[src/rtl/irqmap_pkg.sv]
package irqmap_pkg;

  localparam int SRC_N_DEF = 8;
  localparam int LVL_N_DEF = 16;
  localparam int CFG_W_DEF = 8;
  localparam int GATE_BIT  = 0;
  localparam int DEAD_BIT  = 6;

  // Fixed routing of a request index to a priority level; 0 means dropped.
  function automatic int src_level(input int s);
    case (s)
      1: return 1;
      2: return 4;
      3: return 6;
      4: return 8;
      5: return 10;
      7: return 14;
      default: return 0;
    endcase
  endfunction

  function automatic bit src_used(input int s);
    return src_level(s) != 0;
  endfunction

  // Bits that a write may store: all except DEAD_BIT.
  function automatic logic [31:0] cfg_keep_mask(input int w);
    logic [31:0] m;
    m = '0;
    for (int i = 0; i < w; i++) m[i] = (i != DEAD_BIT);
    return m;
  endfunction

  // Value taken on reset: only the gate bit set.
  function automatic logic [31:0] cfg_reset_value();
    logic [31:0] v;
    v = '0;
    v[GATE_BIT] = 1'b1;
    return v;
  endfunction

endpackage

[src/rtl/irq_pend_track.sv]
module irq_pend_track
  import irqmap_pkg::*;
#(
  parameter int SRC_N = SRC_N_DEF
) (
  input  logic             clk,
  input  logic             rst_n,
  input  logic [SRC_N-1:0] irq_in,
  output logic [SRC_N-1:0] pend_q
);

  logic [SRC_N-1:0] live_req;

  // Only requests routed to a non-zero level may become pending.
  for (genvar s = 0; s < SRC_N; s++) begin : g_src
    if (src_used(s)) begin : g_used
      assign live_req[s] = irq_in[s];
    end else begin : g_drop
      assign live_req[s] = 1'b0;
      // a dropped request never holds a pending bit
      p_dropped_quiet_r3 : assert property (@(posedge clk) disable iff (!rst_n)
        pend_q[s] == 1'b0);
    end
  end

  always_ff @(posedge clk) begin
    if (!rst_n) pend_q <= '0;
    else        pend_q <= live_req;
  end

endmodule

[src/rtl/irq_cfg_reg.sv]
module irq_cfg_reg
  import irqmap_pkg::*;
#(
  parameter int CFG_W = CFG_W_DEF
) (
  input  logic             clk,
  input  logic             rst_n,
  input  logic             sel,
  input  logic             we,
  input  logic [CFG_W-1:0] wdata,
  output logic [CFG_W-1:0] cfg_q,
  output logic             wr_fire
);

  localparam logic [CFG_W-1:0] KEEP = CFG_W'(cfg_keep_mask(CFG_W));
  localparam logic [CFG_W-1:0] INIT = CFG_W'(cfg_reset_value());

  assign wr_fire = sel && we;

  always_ff @(posedge clk) begin
    if (!rst_n)       cfg_q <= INIT;
    else if (wr_fire) cfg_q <= wdata & KEEP;
  end

  // the unusable bit never holds a one
  p_dead_bit_zero_r5 : assert property (@(posedge clk) disable iff (!rst_n)
    cfg_q[DEAD_BIT] == 1'b0);

  // a full handshake stores the masked data
  p_write_lands_r10 : assert property (@(posedge clk) disable iff (!rst_n)
    (sel && we) |=> cfg_q == ($past(wdata) & KEEP));

  // without a full handshake the byte holds
  p_write_hold_r10 : assert property (@(posedge clk) disable iff (!rst_n)
    !(sel && we) |=> $stable(cfg_q));

endmodule

[src/rtl/irq_level_fold.sv]
module irq_level_fold
  import irqmap_pkg::*;
#(
  parameter int SRC_N = SRC_N_DEF,
  parameter int LVL_N = LVL_N_DEF
) (
  input  logic [SRC_N-1:0] pend,
  input  logic             gate_open,
  output logic [LVL_N-1:0] lvl
);

  logic [LVL_N-1:0] raw_lvl;

  always_comb begin
    raw_lvl = '0;
    for (int s = 0; s < SRC_N; s++) begin
      if (pend[s] && src_used(s) && src_level(s) < LVL_N)
        raw_lvl[src_level(s)] = 1'b1;
    end
  end

  assign lvl = gate_open ? raw_lvl : '0;

endmodule

[src/rtl/irq_level_mapper.sv]
module irq_level_mapper
  import irqmap_pkg::*;
#(
  parameter int SRC_N = SRC_N_DEF,
  parameter int LVL_N = LVL_N_DEF,
  parameter int CFG_W = CFG_W_DEF
) (
  input  logic             clk,
  input  logic             rst_n,
  input  logic [SRC_N-1:0] irq_in,
  input  logic             cfg_sel,
  input  logic             cfg_we,
  input  logic [CFG_W-1:0] cfg_wdata,
  output logic [CFG_W-1:0] cfg_rdata,
  output logic [LVL_N-1:0] lvl_out
);

  localparam logic [CFG_W-1:0] INIT = CFG_W'(cfg_reset_value());

  logic [SRC_N-1:0] pend_q;
  logic [CFG_W-1:0] cfg_q;
  logic             cfg_wr_fire;
  logic             gate_open;

  irq_pend_track #(.SRC_N(SRC_N)) u_pend (
    .clk    (clk),
    .rst_n  (rst_n),
    .irq_in (irq_in),
    .pend_q (pend_q)
  );

  irq_cfg_reg #(.CFG_W(CFG_W)) u_cfg (
    .clk     (clk),
    .rst_n   (rst_n),
    .sel     (cfg_sel),
    .we      (cfg_we),
    .wdata   (cfg_wdata),
    .cfg_q   (cfg_q),
    .wr_fire (cfg_wr_fire)
  );

  assign gate_open = cfg_q[GATE_BIT];

  irq_level_fold #(.SRC_N(SRC_N), .LVL_N(LVL_N)) u_fold (
    .pend      (pend_q),
    .gate_open (gate_open),
    .lvl       (lvl_out)
  );

  assign cfg_rdata = cfg_q;

  // first cycle out of reset shows the reset state
  p_reset_state_r7 : assert property (@(posedge clk) disable iff (!rst_n)
    $rose(rst_n) |-> (cfg_rdata == INIT && lvl_out == '0));

  // a closed gate silences every level line
  p_gate_closed_r8 : assert property (@(posedge clk) disable iff (!rst_n)
    !cfg_rdata[GATE_BIT] |-> lvl_out == '0);

  // level zero is never driven
  p_level0_low_r4 : assert property (@(posedge clk) disable iff (!rst_n)
    lvl_out[0] == 1'b0);

  // an open gate with request 1 high lights level 1 on the next edge
  p_track_src1_r1 : assert property (@(posedge clk) disable iff (!rst_n)
    (irq_in[1] && gate_open && !cfg_wr_fire) |=> lvl_out[1]);

endmodule

[config.mk]
export PLATFORM = sky130hd
export DESIGN_NAME = irq_level_mapper
export DESIGN_NICKNAME = d
export VERILOG_FILES = /design/src/rtl/irqmap_pkg.sv /design/src/rtl/irq_pend_track.sv /design/src/rtl/irq_cfg_reg.sv /design/src/rtl/irq_level_fold.sv /design/src/rtl/irq_level_mapper.sv
export SDC_FILE = /design/constraint.sdc
export NUM_CORES = 1
export LEC_CHECK = 0
export CORE_AREA = 8 8 51 53
export CTS_BUF_LIST = sky130_fd_sc_hd__clkbuf_4 sky130_fd_sc_hd__clkbuf_8 sky130_fd_sc_hd__clkbuf_16
export CTS_CLUSTER_DIAMETER = 200
export DETAILED_ROUTE_END_ITERATION = 8
export DIE_AREA = 0 0 59 61
export PLACE_DENSITY = 0.77
export SKIP_CTS_REPAIR_TIMING = 1
export SLEW_MARGIN = 10
export SYNTH_ARGS = -nofsm -noshare
export SYNTH_HDL_FRONTEND = slang
export SYNTH_HIERARCHICAL = 1
export SYNTH_SLANG_ARGS = --single-unit
[constraint.sdc]
create_clock -name clk -period 1.2 [get_ports clk]
set_input_delay 0.12 -clock clk [delete_from_list [all_inputs] [get_ports clk]]
set_output_delay 0.12 -clock clk [all_outputs]
set_load 0.02 [all_outputs]
==> results by group, run 1 <==
Outcome
  • Outcome: complete, no violations

Pwr
  • Worst VDD drop: 0.000509 V
  • Pwr Density: 1050 nW/µm²
  • Total power: 0.966 mW
  • Pleak: 0.520 nW

Global routing
  • First-pass GRT wire length: 2210 µm
  • Gr ovfl total: 0
  • Maximum number of pins on one net before global-route repair: 20
  • Vias in the first global route: 508
  • Initial antenna violation count: 0
  • GRT Util Overall: 0.0829

Floorplan
  • Core ar.: 1840 µm²
  • FP Rows: 16
  • Die Y: 61 µm
  • Starting Density: 0.326
  • Full die area: 3600 µm²
  • Die Span X: 59 µm
  • I/O Pins: 44

Drt
  • Routed wire length: 1560 µm
  • Post-route antenna net violation count: 0
  • Met2 WL: 721 µm
  • Met1 Wirelength: 669 µm
  • Routed length on met3: 158 µm
  • Vias per cell: 4.21
  • Avg WL per Cell: 12.9 µm
  • DRT iter0 DRCs: 10
  • Uppermost layer routed: met4
  • Routed vias: 509
  • Drt pass-1 iters: 2
  • Final routed DRC violation total: 0

Critical path
  • WP data required: 1080 ps
  • CP Class: reg -> out
  • CP Cell Sequence: and2_1 -> dlymetal6s2s_1
  • Crit Path Max Fanout: 8
  • CP arrival: 1010 ps
  • Crit path max-delay family: flip-flops
  • Slowest cell on the critical path: dfxtp_2
  • Bufs and invs on worst path: 1
  • Startpoint type of the worst setup path: flop
  • CP peak stage delay: 380 ps
  • Worst setup EP type: output pin

Placement
  • Placed wire-length estimate: 1220 µm
  • DP Area: 878 µm²
  • GP Congestion: 0.666
  • Port-buffer cells: 29

Layout
  • Most frequent cells in the layout: clkdlybuf4s50_1, dfxtp_1, and2_1
  • Area delta synth->final: 53.1%
  • Share of cells above drive strength 1: 0.202
  • Commonest non-fill, non-tap cell in the layout: clkdlybuf4s50_1
  • Finished Cell Area: 920 µm²
  • Nets@finish: 115
  • Antenna diode count: 0
  • Layout Utilization: 0.499

STA
  • Final slew viol count: 0
  • Final period utilization: 0.943
  • Fin Clk Skew: 0 ps
  • Hold slack: 415 ps
  • Final Hold Vio Count: 0
  • Final setup fails: 0
  • Final min period: 1130 ps
  • Peak Freq: 0.883 GHz

Synth
  • Ys Warns: 6
  • Mapped Cells: 64
  • Syn avg cell area: 9.38 µm²
  • Mapped cell area: 601 µm²

CTS
  • Clock slew at reported path FFs: 70 ps
  • TritonCTS clock tree: done
  • H-tree depth: 1
  • Clock Sinks: 13
  • CTS root buffer: clkbuf_4
  • Deepest clock path buffer count: 2
  • Total CTS buffers: 3
  • Worst skew pair latency: 260 ps

Hold path
  • Hold Path Class: in -> reg

Run
  • MaxCap Viol Count: 0
-- worst reg2reg max path, cell delays in order (launching register included) --
cell and delay [ps]:
dfxtp_2 380, inv_1 60, o211ai_2 150
-- final cells by class --
class,count,area (µm²)
flip-flops and latches,13,262
repair buffers,32,335
multi-input cells,44,255
inverters,1,3.75
clock buffers,4,30.0
fillers,174,922
well taps,27,33.8
-- routing by layer --
layer,up-vias,global-route usage
met2,28,0.142
met4,0,0.0307
met3,2,0.0339
met5,-,0
li1,246,-
met1,233,0.0901
-- state kept, by name, summed over array words and instances, names as in the netlist --
signal and flops:
u_cfg/cfg_q 7, u_pend/pend_q 6
-- through the flow --
stage / setup slack [ps] / instances / setup TNS (ps)
2_1_floorplan: 320 / 73 / 0
3_3_place_gp: -83.6 / 117 / -462
3_5_place_dp: -116 / 117 / -651
4_1_cts: -420 / 121 / -3700
5_1_grt: -4.00 / 121 / -4.00
6_report: 67.8 / 121 / 0
-- final timing paths --
check	from	end	slack, ps	cells after the start
setup / recovery	u_cfg/cfg_q[0]$_SDFFE_PN1P_	lvl_out[4]	70	2
hold / removal	cfg_wdata[7]	u_cfg/cfg_q[7]$_SDFFE_PN0P_	420	3
setup reg to reg	u_cfg/cfg_q[0]$_SDFFE_PN1P_	u_cfg/cfg_q[0]$_SDFFE_PN1P_	540	2
hold reg to reg	u_cfg/cfg_q[1]$_SDFFE_PN0P_	u_cfg/cfg_q[1]$_SDFFE_PN0P_	470	2
-- report_power, final --
group          switching, mW  internal [mW]
clock network          0.128          0.151
logic                  0.115          0.108
registers             0.0105          0.454
Power figures use the tool's default switching activity.
==> run 2: changes to the inputs <==
- CORE_AREA: 8 8 51 53 -> 2 2 45 47
- DIE_AREA: 0 0 59 61 -> 0 0 47 49
==> results by group, run 2 (synthesis results as in run 1) <==
Critical path
  • WP data required: 1080 ps
  • CP Cell Sequence: and2_1 -> dlymetal6s2s_1
  • Worst setup EP type: output pin
  • Reg2Reg Depth: 2
  • Crit path max-delay family: flip-flops
  • R2R Setup Slk: 560 ps
  • Startpoint type of the worst setup path: flop
  • Bufs and invs on worst path: 1
  • CP peak stage delay: 370 ps
  • Worst setup path startpoint: u_cfg/cfg_q[0]$_SDFFE_PN1P_
  • R2R Path End: u_cfg/cfg_q[0]$_SDFFE_PN1P_
  • Crit Path Max Fanout: 8
  • RR Startpoint: u_cfg/cfg_q[0]$_SDFFE_PN1P_
  • CP Class: reg -> out
  • WP depth: 2
  • Worst setup endpoint: lvl_out[10]
  • CP arrival: 980 ps
  • Slowest cell on the critical path: dfxtp_2

Placement
  • Placed wire-length estimate: 919 µm
  • GP Congestion: 0.696
  • Port-buffer cells: 29

Pwr
  • Pwr Density: 1040 nW/µm²
  • Sequential Power Share: 0.480
  • Worst VDD drop: 0.000508 V
  • Int Pwr: 0.713 mW
  • Comb power frac: 0.225
  • Net Sw Power: 0.252 mW
  • Sw Ratio: 0.261
  • Clk pwr share: 0.295
  • Pleak: 0.557 nW

Floorplan
  • Full die area: 2300 µm²
  • I/O Pins: 44
  • FP Rows: 16
  • Core ar.: 1840 µm²
  • Die Y: 49 µm
  • Starting Density: 0.326
  • Die Span X: 47 µm

Drt
  • Avg WL per Cell: 9.97 µm
  • Drt pass-1 iters: 4
  • DRT iter0 DRCs: 5
  • Vias per cell: 4.12
  • Routed wire length: 1210 µm
  • Routed vias: 498
  • Post-route antenna net violation count: 0
  • Final routed DRC violation total: 0

STA
  • Final min period: 1100 ps
  • Hold slack: 415 ps
  • Final Hold Vio Count: 0
  • Peak Freq: 0.906 GHz
  • Fin Clk Skew: 0 ps
  • Final setup fails: 0
  • Final slew viol count: 0
  • Setup TNS: 0 ps
  • RSZ-0062 raised after global routing: no
  • Final period utilization: 0.920

CTS
  • H-tree depth: 1
  • Deepest clock path buffer count: 2
  • TritonCTS clock tree: done
  • Total CTS buffers: 3
  • Clock slew at reported path FFs: 80 ps
  • Worst skew pair latency: 260 ps
  • CTS root buffer: clkbuf_4
  • Clock Sinks: 13

Layout
  • Area delta synth->final: 54.8%
  • Multi-input logic area: 255 µm²
  • Fillers: 190
  • Reg with most FFs: u_cfg/cfg_q
  • Share of cells above drive strength 1: 0.170
  • Most frequent cells in the layout: clkdlybuf4s50_1, dlymetal6s2s_1, dfxtp_1, and2_1, conb_1
  • Nets@finish: 115
  • Largest regs: u_cfg/cfg_q: 7 flops, u_pend/pend_q: 6 flops
  • Commonest non-fill, non-tap cell in the layout: clkdlybuf4s50_1
  • Antenna diode count: 0
  • Max reg flops: 7
  • Storage cell area: 262 µm²

Global routing
  • Gr ovfl total: 0
  • Maximum number of pins on one net before global-route repair: 20
  • Vias in the first global route: 442
  • First-pass GRT wire length: 1790 µm
  • Initial antenna violation count: 0
  • GRT Util Overall: 0.107

Run
  • MaxCap Viol Count: 0

Outcome
  • Outcome: complete, no violations

Hold path
  • Hold Path Class: in -> reg
-- run 2: cell count changes in the layout (fill, tap and decap cells not counted), sizes merged --
| cell | delta |
|---|---|
| clkbuf | -3 |
| dlymetal6s2s | +3 |
-- run 2: how the worst min path moves through the flow --
stage / from / end / slack, ps / cells past startpoint
final: cfg_wdata[4] / u_cfg/cfg_q[4]$_SDFFE_PN0P_ / 410 / 3
after global placement: u_cfg/cfg_q[5]$_SDFFE_PN0P_ / u_cfg/cfg_q[5]$_SDFFE_PN0P_ / 450 / 2
after CTS: cfg_wdata[4] / u_cfg/cfg_q[4]$_SDFFE_PN0P_ / 400 / 3
after detailed placement: u_cfg/cfg_q[4]$_SDFFE_PN0P_ / u_cfg/cfg_q[4]$_SDFFE_PN0P_ / 450 / 2
after floorplan: rst_n / u_pend/pend_q[1]$_SDFF_PN0_ / 240 / 1
after global routing: irq_in[5] / u_pend/pend_q[5]$_SDFF_PN0_ / 420 / 2
-- run 2: cell type report --
class | instances | area share
clock buffer | 4 | 0.0323
inverter | 1 | 0.00404
multi-input combinational | 44 | 0.275
sequential | 13 | 0.281
tap | 27 | 0.0363
timing repair buffer | 32 | 0.371
-- run 2: power groups by stage --
stage	logic, mW	clock network, mW	registers [mW]
floorplan	0.130	0	0.487
CTS	0.224	0.296	0.464
global placement	0.221	0	0.473
global route	0.233	0.315	0.466
finish	0.218	0.285	0.463
detailed placement	0.223	0	0.474
-- run 2: layer usage --
layer  part of all wire  global-route usage
met5                  0                   0
met4                  0              0.0556
met3               0.12              0.0333
met2               0.47               0.169
met1               0.41               0.123
-- run 2: worst reg2reg max path, cell delays in order, from the launching register on --
cell and delay [ps]:
dfxtp_2 370, inv_1 60, o211ai_2 140
-- run 2: through the flow --
step | cells | util | setup WS [ps] | power [mW] | instance area, µm²
final | 121 | 0.505 | 95.8 | 0.966 | 930
after global placement | 117 | 0.470 | -53.9 | 0.694 | 866
after CTS | 121 | 0.486 | -386 | 0.984 | 896
after detailed placement | 117 | 0.470 | -85.3 | 0.697 | 866
after floorplan | 73 | - | 320 | 0.617 | 634
after global routing | 121 | 0.505 | 21.9 | 1.01 | 930
==> run 3: changes to the inputs <==
- HOLD_SLACK_MARGIN: default -> 0.12
==> results of run 3 <==
No change in the layout: final DEF, timing and power equal those of run 2.
